File: src/rtl/mmu_regs_pkg.sv
package mmu_regs_pkg;
  localparam int unsigned OFF_CTRL   = 32'h000;
  localparam int unsigned OFF_CFG    = 32'h004;
  localparam int unsigned OFF_STAT   = 32'h008;
  localparam int unsigned OFF_FLUSH  = 32'h00C;
  localparam int unsigned OFF_FENTRY = 32'h010;
  localparam int unsigned OFF_PTBASE = 32'h014;
  localparam int unsigned OFF_ISTAT  = 32'h018;
  localparam int unsigned OFF_ICLR   = 32'h01C;
  localparam int unsigned OFF_FADDR0 = 32'h024;
  localparam int unsigned OFF_VER    = 32'h034;
  localparam int unsigned OFF_WIN0   = 32'h04C;

  localparam int unsigned NUM_FTYPES = 8;
  localparam int unsigned NUM_SLOTS  = 4;

  localparam logic [2:0] CODE_OFF   = 3'h0;
  localparam logic [2:0] CODE_ON    = 3'h5;
  localparam logic [2:0] CODE_BLOCK = 3'h7;

  // slot 0: page, 1: write channel, 2: read channel, 3: bus error
  function automatic logic [1:0] fault_slot(input logic [2:0] t);
    case (t)
      3'd0:             fault_slot = 2'd0;
      3'd2, 3'd6, 3'd7: fault_slot = 2'd1;
      3'd3:             fault_slot = 2'd3;
      default:          fault_slot = 2'd2;
    endcase
  endfunction
endpackage

File: src/rtl/mmu_ctl_state.sv
module mmu_ctl_state
  import mmu_regs_pkg::*;
(
  input  logic        clk,
  input  logic        rst,
  input  logic        ctrl_we,
  input  logic        flush_we,
  input  logic        fentry_we,
  input  logic [31:0] wdata,
  input  logic        flt_valid,
  output logic [2:0]  ctrl_q,
  output logic        blocked,
  output logic        xlat_en,
  output logic        flush_all,
  output logic        flush_one,
  output logic [31:0] flush_addr
);
  logic wr_on, wr_block;
  assign wr_on    = ctrl_we && (wdata[2:0] == CODE_ON);
  assign wr_block = ctrl_we && (wdata[2:0] == CODE_BLOCK);

  always_ff @(posedge clk) begin
    if (rst) begin
      ctrl_q     <= CODE_OFF;
      blocked    <= 1'b0;
      flush_all  <= 1'b0;
      flush_one  <= 1'b0;
      flush_addr <= '0;
    end else begin
      if (ctrl_we) ctrl_q <= wdata[2:0];
      if (flt_valid)     blocked <= 1'b1;
      else if (wr_on)    blocked <= 1'b0;
      else if (wr_block) blocked <= 1'b1;
      flush_all <= flush_we && wdata[0];
      flush_one <= fentry_we && wdata[0];
      if (fentry_we && wdata[0]) flush_addr <= {wdata[31:12], 12'h000};
    end
  end

  assign xlat_en = ctrl_q[0];


  block_req_chk: assert property (@(posedge clk) disable iff (rst)
    wr_block |=> blocked);

  block_hold_chk: assert property (@(posedge clk) disable iff (rst)
    (blocked && !wr_on) |=> blocked);

  flush_pulse_chk: assert property (@(posedge clk) disable iff (rst)
    flush_all |=> !flush_all || $past(flush_we));

  flush_page_chk: assert property (@(posedge clk) disable iff (rst)
    flush_one |-> (flush_addr[11:0] == 12'h000));
endmodule

File: src/rtl/mmu_fault_log.sv
module mmu_fault_log
  import mmu_regs_pkg::*;
(
  input  logic                        clk,
  input  logic                        rst,
  input  logic                        flt_valid,
  input  logic [2:0]                  flt_type,
  input  logic [31:0]                 flt_addr,
  input  logic                        clr_we,
  input  logic [NUM_FTYPES-1:0]       clr_mask,
  output logic [NUM_FTYPES-1:0]       status,
  output logic [NUM_SLOTS-1:0][31:0]  addr_q,
  output logic                        irq
);
  logic [NUM_FTYPES-1:0] set_vec, clr_vec, status_nxt;
  logic [1:0] slot;
  logic       fresh;

  assign set_vec    = flt_valid ? (NUM_FTYPES'(1) << flt_type) : '0;
  assign clr_vec    = clr_we ? clr_mask : '0;
  assign status_nxt = (status & ~clr_vec) | set_vec;
  assign slot       = fault_slot(flt_type);
  assign fresh      = flt_valid && !status[flt_type];

  always_ff @(posedge clk) begin
    if (rst) begin
      status <= '0;
      irq    <= 1'b0;
    end else begin
      status <= status_nxt;
      irq    <= |status_nxt;
    end
  end

  for (genvar s = 0; s < NUM_SLOTS; s++) begin : g_slot
    always_ff @(posedge clk) begin
      if (rst) addr_q[s] <= '0;
      else if (fresh && (slot == 2'(s))) addr_q[s] <= flt_addr;
    end
  end


  irq_or_chk: assert property (@(posedge clk) disable iff (rst)
    irq == (|status));

  set_bit_chk: assert property (@(posedge clk) disable iff (rst)
    flt_valid |=> status[$past(flt_type)]);

  keep_addr_chk: assert property (@(posedge clk) disable iff (rst)
    (flt_valid && flt_type == 3'd0 && status[0]) |=> $stable(addr_q[0]));

  clear_chk: assert property (@(posedge clk) disable iff (rst)
    (clr_we && !flt_valid) |=> ((status & $past(clr_mask)) == '0));
endmodule

File: src/rtl/mmu_ctrl_regs.sv
module mmu_ctrl_regs
  import mmu_regs_pkg::*;
#(
  parameter int          ADDR_W  = 8,
  parameter int          NUM_WIN = 2,
  parameter logic [27:0] VER_LOW = 28'h000_0001
)(
  input  logic              clk,
  input  logic              rst,
  input  logic              bus_sel,
  input  logic              bus_we,
  input  logic [ADDR_W-1:0] bus_addr,
  input  logic [31:0]       bus_wdata,
  output logic [31:0]       bus_rdata,
  input  logic              flt_valid,
  input  logic [2:0]        flt_type,
  input  logic [31:0]       flt_addr,
  output logic              xlat_en,
  output logic              xlat_blocked,
  output logic              irq,
  output logic              flush_all,
  output logic              flush_one,
  output logic [31:0]       flush_addr
);
  localparam logic [31:0] VERSION = {4'h3, VER_LOW};
  localparam int NUM_WREG = 2 * NUM_WIN;

  logic wr, rd;
  assign wr = bus_sel && bus_we;
  assign rd = bus_sel && !bus_we;

  function automatic logic hit(input logic [ADDR_W-1:0] a, input int unsigned off);
    hit = (a == ADDR_W'(off));
  endfunction

  logic [2:0]                     ctrl_q;
  logic [NUM_FTYPES-1:0]          istat;
  logic [NUM_SLOTS-1:0][31:0]     faddr;
  logic [31:0]                    cfg_q, ptbase_q;
  logic [NUM_WREG-1:0][31:0]      win_q;

  mmu_ctl_state u_ctl (
    .clk        (clk),
    .rst        (rst),
    .ctrl_we    (wr && hit(bus_addr, OFF_CTRL)),
    .flush_we   (wr && hit(bus_addr, OFF_FLUSH)),
    .fentry_we  (wr && hit(bus_addr, OFF_FENTRY)),
    .wdata      (bus_wdata),
    .flt_valid  (flt_valid),
    .ctrl_q     (ctrl_q),
    .blocked    (xlat_blocked),
    .xlat_en    (xlat_en),
    .flush_all  (flush_all),
    .flush_one  (flush_one),
    .flush_addr (flush_addr)
  );

  mmu_fault_log u_flt (
    .clk       (clk),
    .rst       (rst),
    .flt_valid (flt_valid),
    .flt_type  (flt_type),
    .flt_addr  (flt_addr),
    .clr_we    (wr && hit(bus_addr, OFF_ICLR)),
    .clr_mask  (bus_wdata[NUM_FTYPES-1:0]),
    .status    (istat),
    .addr_q    (faddr),
    .irq       (irq)
  );

  always_ff @(posedge clk) begin
    if (rst) begin
      cfg_q    <= '0;
      ptbase_q <= '0;
    end else begin
      if (wr && hit(bus_addr, OFF_CFG))    cfg_q    <= bus_wdata;
      if (wr && hit(bus_addr, OFF_PTBASE)) ptbase_q <= bus_wdata;
    end
  end

  // window k: start at OFF_WIN0 + 8k, inclusive end at OFF_WIN0 + 8k + 4
  for (genvar k = 0; k < NUM_WREG; k++) begin : g_win
    always_ff @(posedge clk) begin
      if (rst) win_q[k] <= '0;
      else if (wr && hit(bus_addr, OFF_WIN0 + 4 * k)) win_q[k] <= bus_wdata;
    end
  end

  logic [31:0] rd_mux;
  always_comb begin
    rd_mux = '0;
    if (hit(bus_addr, OFF_CTRL))   rd_mux = {29'b0, ctrl_q};
    if (hit(bus_addr, OFF_CFG))    rd_mux = cfg_q;
    if (hit(bus_addr, OFF_STAT))   rd_mux = {31'b0, xlat_blocked};
    if (hit(bus_addr, OFF_PTBASE)) rd_mux = ptbase_q;
    if (hit(bus_addr, OFF_ISTAT))  rd_mux = {{(32-NUM_FTYPES){1'b0}}, istat};
    if (hit(bus_addr, OFF_VER))    rd_mux = VERSION;
    for (int s = 0; s < NUM_SLOTS; s++)
      if (hit(bus_addr, OFF_FADDR0 + 4 * s)) rd_mux = faddr[s];
    for (int k = 0; k < NUM_WREG; k++)
      if (hit(bus_addr, OFF_WIN0 + 4 * k)) rd_mux = win_q[k];
  end

  always_ff @(posedge clk) begin
    if (rst)     bus_rdata <= '0;
    else if (rd) bus_rdata <= rd_mux;
  end


  stat_mirror_chk: assert property (@(posedge clk) disable iff (rst)
    (rd && hit(bus_addr, OFF_STAT)) |=> (bus_rdata[0] == $past(xlat_blocked)));

  rd_hold_chk: assert property (@(posedge clk) disable iff (rst)
    !rd |=> $stable(bus_rdata));
endmodule

File: config.mk
export PLATFORM = sky130hd
export DESIGN_NAME = mmu_ctrl_regs
export DESIGN_NICKNAME = d
export VERILOG_FILES = /design/src/rtl/mmu_regs_pkg.sv /design/src/rtl/mmu_ctl_state.sv /design/src/rtl/mmu_fault_log.sv /design/src/rtl/mmu_ctrl_regs.sv
export SDC_FILE = /design/constraint.sdc
export NUM_CORES = 1
export LEC_CHECK = 0
export BUFFER_PORTS_ARGS = -buffer_cell sky130_fd_sc_hd__buf_2
export CORE_MARGIN = 8
export CORE_UTILIZATION = 30
export DETAILED_ROUTE_END_ITERATION = 6
export PLACE_DENSITY = 0.42
export SLEW_MARGIN = 20
export SYNTH_ARGS = -nofsm -noshare
export SYNTH_HDL_FRONTEND = slang
export SYNTH_HIERARCHICAL = 1
export SYNTH_SLANG_ARGS = --single-unit
File: constraint.sdc
create_clock -name clk -period 7.6 [get_ports clk]
set_input_delay 1.14 -clock clk [delete_from_list [all_inputs] [get_ports clk]]
set_output_delay 1.14 -clock clk [all_outputs]
set_load 0.02 [all_outputs]
# Word level (Yosys, flattened, before mapping)
# Cells that the tools add are included.
[word_totals] regBits=387 latchBits=0 ram_bits=0 romBits=0 inputBits=80 output_inout_bits=69 elab_cells=99 memories=0
[classes] n_addsub=0 multipliers=0 div_mod_pow=0 magnitude_cmp=1 eq_ne=25 shifts=1 n_mux=22 n_bitwise=3 reduce_logical=29
[op_table] op="$mux W32" count=13
[op_table] op="$eq A8 B6 Y1 const B" count=5
[op_table] op="$eq A8 B5 Y1 const B" count=4
[op_table] op="$eq A8 B7 Y1 const B" count=4
[op_table] op="$logic_and A1 B1 Y1" count=21
[op_table] op="$eq A8 B4 Y1 const B" count=2
[op_table] op="$mux W8" count=2
[op_table] op="$eq A3 B3 Y1 const B" count=4
[op_table] op="$and A8 B8 Y8" count=1
[op_table] op="$eq A8 B3 Y1 const B" count=1
[op_table] op="$logic_not A8 Y1" count=1
[op_table] op="$not A8 Y8" count=1
[op_table] op="$or A8 B8 Y8" count=1
[op_table] op="$reduce_or A8 Y1" count=1
[op_table] op="$shl A1 B3 Y8 const A" count=1
[op_table] op="$eq A3 B2 Y1 const B" count=2
[op_table] op="$pmux W2 S3" count=1
[op_table] op="$eq A2 B2 Y1 const B" count=2
[op_table] op="$lt A3 B4 Y1 const B" count=1
[op_table] op="$mux W1" count=4
[op_table] op="$bmux W1 S3" count=1
[op_table] op="$logic_not A3 Y1" count=1
[op_table] op="$mux W3" count=1
[op_table] op="$reduce_bool A3 Y1" count=1
[op_table] op="4 further kinds" count=5

# Longest topological paths before layout
[depth] depth_word=15 ltp_mapped=10

# Modules after synthesis
# Netlist, hierarchy kept.
[modules_own_cells] module="mmu_ctrl_regs" instances=1 cells_each=1501 area_each_um2=10901.7
[modules_own_cells] module="mmu_fault_log" instances=1 cells_each=588 area_each_um2=5388.9
[modules_own_cells] module="mmu_ctl_state" instances=1 cells_each=127 area_each_um2=1285.0

# Least setup slack after synthesis
# No wires, ideal clock.
[synth_timing] kind="input-to-reg" from="input bus_addr[7]" to="register u_flt.irq" setup_ns=0.140 arrival_time_ns=3.079 t_required_ns=7.460 slack_ns=4.381 path_stages=9 n_path_buf=3 cell_sequence="clkbuf_1 clkbuf_1 nor4b_1 nand3_1 nor2_1 clkbuf_1 nand2_1 a2111oi_0 a41oi_1"
[synth_between] elab_chain_cells=7
[synth_lines] item="start: declaration" line_no="mmu_ctrl_regs.sv:12" text="input logic [ADDR_W-1:0] bus_addr,"
[synth_lines] item="$eq A8 B5 Y1" line_no="mmu_ctrl_regs.sv:33" text="hit = (a == ADDR_W'(off));"
[synth_lines] item="$logic_and A1 B1 Y1" line_no="mmu_ctrl_regs.sv:64" text=".clr_we (wr && hit(bus_addr, OFF_ICLR)),"
[synth_lines] item="$mux W8" line_no="mmu_fault_log.sv:20" text="assign clr_vec = clr_we ? clr_mask : '0;"
[synth_lines] item="$not A8 Y8" line_no="mmu_fault_log.sv:21" text="assign status_nxt = (status & ~clr_vec) | set_vec;"
[synth_lines] item="$and A8 B8 Y8" line_no="mmu_fault_log.sv:21"
[synth_lines] item="$or A8 B8 Y8" line_no="mmu_fault_log.sv:21"
[synth_lines] item="$reduce_or A8 Y1" line_no="mmu_fault_log.sv:31" text="irq <= |status_nxt;"
[synth_lines] item="end signal: assignment" line_no="mmu_fault_log.sv:31"
[synth_lines] item="end: declaration" line_no="mmu_fault_log.sv:13" text="output logic irq"
# No other way between the ends.
# A chain may end at the register's enable or synchronous reset.

# Final worst setup path
[layout_timing] from="input bus_addr[4]" to="register bus_rdata[11]"
[layout_between] elab_chain_cells=14 word_cells_on_any_way=26
[layout_lines] item="$eq A8 B3 Y1" line_no="mmu_ctrl_regs.sv:33"
[layout_lines] item="$mux W32" line_no="mmu_ctrl_regs.sv:93" text="if (hit(bus_addr, OFF_CFG)) rd_mux = cfg_q;"
[layout_lines] item="$mux W32" line_no="mmu_ctrl_regs.sv:94" text="if (hit(bus_addr, OFF_STAT)) rd_mux = {31'b0, xlat_blocked};"
[layout_lines] item="$mux W32" line_no="mmu_ctrl_regs.sv:95" text="if (hit(bus_addr, OFF_PTBASE)) rd_mux = ptbase_q;"
[layout_lines] item="$mux W32" line_no="mmu_ctrl_regs.sv:96" text="if (hit(bus_addr, OFF_ISTAT)) rd_mux = {{(32-NUM_FTYPES){1'b0}}, istat};"
[layout_lines] item="$mux W32" line_no="mmu_ctrl_regs.sv:97" text="if (hit(bus_addr, OFF_VER)) rd_mux = VERSION;"
[layout_lines] item="$mux W32 (4 in a row)" line_no="mmu_ctrl_regs.sv:99" text="if (hit(bus_addr, OFF_FADDR0 + 4 * s)) rd_mux = faddr[s];"
[layout_lines] item="$mux W32 (3 in a row)" line_no="mmu_ctrl_regs.sv:101" text="if (hit(bus_addr, OFF_WIN0 + 4 * k)) rd_mux = win_q[k];"
[layout_lines] item="$mux W32 (*)" line_no="mmu_ctrl_regs.sv:101"
[layout_lines] item="end signal: assignment" line_no="mmu_ctrl_regs.sv:106" text="else if (rd) bus_rdata <= rd_mux;"
[layout_lines] item="end: declaration" line_no="mmu_ctrl_regs.sv:14" text="output logic [31:0] bus_rdata,"
# Mark *: on every way between the ends. The rest lies on a longest branch, timed or not.

==> reports/qor.csv <==
metric,value,unit
outcome,finished clean,
critPathLaunchType,input port,
crit_fanout,35,
wl,72000,um
rr_startpoint,ptbase_q[11],
port_buffers,136,
synth-compound-area-share,0.211,
setup_viol_count_final,0,
via_per_inst,5.35,
fmax,0.256,GHz
critPathKind,input port to flop,
reg2reg_depth,7,
yosys.area_share.simple,0.232,
die_w,258,um
yosysWarnings,6,
ir_worst_vdd,174,uV
grtUsageTotal,0.207,
synth_cell_types,79,
whs,0.451,ns
ios,149,
leakagePower,6.93,nW
wl_per_cell,23.6,um
netlist_instances,2216,
core,0.0578,mm2
h-tree-depth,2,
cts_root_buf,clkbuf_16,
grt_pass1_vias,15470,
worstPathArrival,4.34,ns
hp-start,cfg_q[13],
die_h,258,um
fin_util,0.350,
area_growth,15.1,%
synth_area,0.0176,mm2
synth-edff-count,0,
finalMaxSlewViolations,0,
fp.dieArea,0.0666,mm2
grt_max_degree,232,
drive_gt1_frac,0.135,
reg2reg_to,bus_rdata[11],
synth_top_family_by_area,simple AND/OR/NAND/NOR gates,
grt_overflow,0,
postCtsHoldBufs,0,
hold_violations,0,
synth_fa_ha_area_frac,0,
cts.sinks,387,
antenna_found_initial,4,
seq_area_frac_synth,0.441,
synthXorXnorAreaFrac,0,
grt_first_pass_wirelength,106000,um
required,8.03,ns
vias,16356,
maxCapViolCount,0,
endpoint_kind,flop,
fin_crit_sh,0.515,
dpl.hpwl,47500,um
synthArstFlopShare,0,
drcViolationCount,0,
synth_seq_cells,387,
seq_area,0.00775,mm2
start_util,0.304,
nNetsFinal,2336,
power_density,229,mW/mm2
drtIter0Drc,1453,
drt_pass1_iterations,5,
holdPathStages,2,
r2r_setup_slack,5.26,ns
cts_tree,built,
cts_buffer_depth,3,
multi_input_comb_area,0.00893,mm2
synthMuxAreaShare,0.0560,
path_clk_slew,0.06,ns
rows,88,
post-cts-setup-buffers,0,
place_congestion,0.823,
min_period,3.91,ns
synth_ff_type,dfxtp_1,
numCtsBuffers,47,
cts_resized,0,
tns,0,ns
postRouteAntennaNets,0,
fin_skew,0.0156,ns
clock_latency,0.59,ns
slew_headroom,0.156,
min_to,cfg_q[13],
worstMarginPinSlew,1.27,ns
rsz0062_at_grt,no,
worstHoldPathType,flop to flop,
avgSynthCellArea,7.93,um2
nFillCells,6110,
==> worst max-delay path, stage by stage <==
cell and delay, ns:
buf_2 0.14, buf_4 0.32, or4b_1 1.10, nand4_1 0.29, a21oi_1 0.09, a2111oi_1 0.74, buf_4 0.26, o221a_2 0.20
nor3_1 0.04
==> registers in the layout, summed over array words and instances, names as in the netlist, 3 cells and up <==
name              cells
bus_rdata            32
cfg_q                32
ptbase_q             32
u_ctl/ctrl_q          3
u_ctl/flush_addr     20
u_flt/addr_q        128
u_flt/status          8
win_q               128
==> layer usage <==
layer | up-vias | part of all wire | track usage
li1 | 7727 | - | -
met1 | 7970 | 0.48 | 0.302
met2 | 565 | 0.43 | 0.310
met3 | 90 | 0.070 | 0.0411
met4 | 4 | 0.018 | 0.0472
met5 | - | 0.00037 | 0
==> logic make-up (layout without fill, tap and decap cells) <==
logic type             Yosys count  count (layout)
multiplexers                    98              98
buffers and inverters          209             273
AND/OR/NAND/NOR                920             920
flip-flops                     387             387
other                            1              13
AO/OA/AOI/OAI                  601             601
==> where the power goes <==
part | switching, mW | total (mW) | internal [mW]
combinational | 0.234 | 0.323 | 0.0891
sequential | 0.0218 | 2.08 | 2.06
clock | 0.920 | 2.24 | 1.32
==> worst max-delay path by stage <==
| stage | startpoint | slack (ns) | endpoint |
|---|---|---|---|
| 6_report | bus_addr[4] | 3.69 | bus_rdata[11] |
| 5_1_grt | bus_addr[4] | 3.52 | u_flt/irq |
| 4_1_cts | bus_addr[4] | 3.55 | bus_rdata[11] |
| 3_5_place_dp | bus_addr[4] | 2.95 | bus_rdata[11] |
| 3_3_place_gp | bus_addr[4] | 2.93 | bus_rdata[11] |
| 2_1_floorplan | bus_addr[7] | 4.38 | u_flt/irq |
==> cells in the mapped netlist, types with 4 or more instances <==
cell type | instances | area share
a2111oi_0 | 6 | 0.0030
a211oi_1 | 5 | 0.0021
a21bo_1 | 19 | 0.011
a21oi_1 | 356 | 0.10
a21oi_2 | 19 | 0.0095
a221oi_1 | 24 | 0.012
a22o_1 | 5 | 0.0025
a22oi_1 | 32 | 0.014
a2bb2oi_1 | 4 | 0.0020
buf_1 | 10 | 0.0021
buf_2 | 53 | 0.015
buf_4 | 15 | 0.0064
buf_6 | 19 | 0.012
clkbuf_1 | 106 | 0.023
dfxtp_1 | 387 | 0.44
inv_1 | 6 | 0.0013
mux2i_1 | 95 | 0.054
nand2_1 | 550 | 0.12
nand2b_1 | 105 | 0.037
nand3_1 | 38 | 0.011
nand3b_1 | 4 | 0.0017
nand4_1 | 6 | 0.0021
nor2_1 | 137 | 0.029
nor2b_1 | 7 | 0.0025
nor3_1 | 14 | 0.0040
nor4_1 | 24 | 0.0085
o211ai_1 | 4 | 0.0017
o21a_1 | 5 | 0.0021
o21ai_0 | 27 | 0.0077
o22ai_1 | 36 | 0.013
o2bb2ai_1 | 4 | 0.0020
o32ai_1 | 21 | 0.010
or3_1 | 5 | 0.0018
==> placed cells by master, fill, tap and decap left out, types with 32 or more instances in the layout <==
cell type,instances
nand3_1,37
nand2_1,550
buf_4,46
dfxtp_1,387
nor2_1,132
mux2i_1,95
buf_2,135
o22ai_1,36
nand2b_1,104
a22oi_1,32
clkbuf_16,48
a21oi_1,356
==> cell type report <==
cell class,count,area share
repair buffers,183,0.0522
clock inverters,9,0.00439
flip-flops and latches,387,0.383
well taps,765,0.0473
diodes,1,0.000124
inverters,6,0.00111
multi-input cells,1631,0.441
clock buffers,75,0.0708
==> through the flow <==
stage          cell area [um2]  setup slack, ns  std cells  power, mW
2_1_floorplan            17600             4.38       2227       2.30
3_3_place_gp             18700             2.93       2972       2.44
3_5_place_dp             18700             2.95       2972       2.44
4_1_cts                  20200             3.55       3056       4.69
5_1_grt                  20200             3.52       3056       4.80
6_report                 20200             3.69       3057       4.64
(Power assumes the default switching activity.)
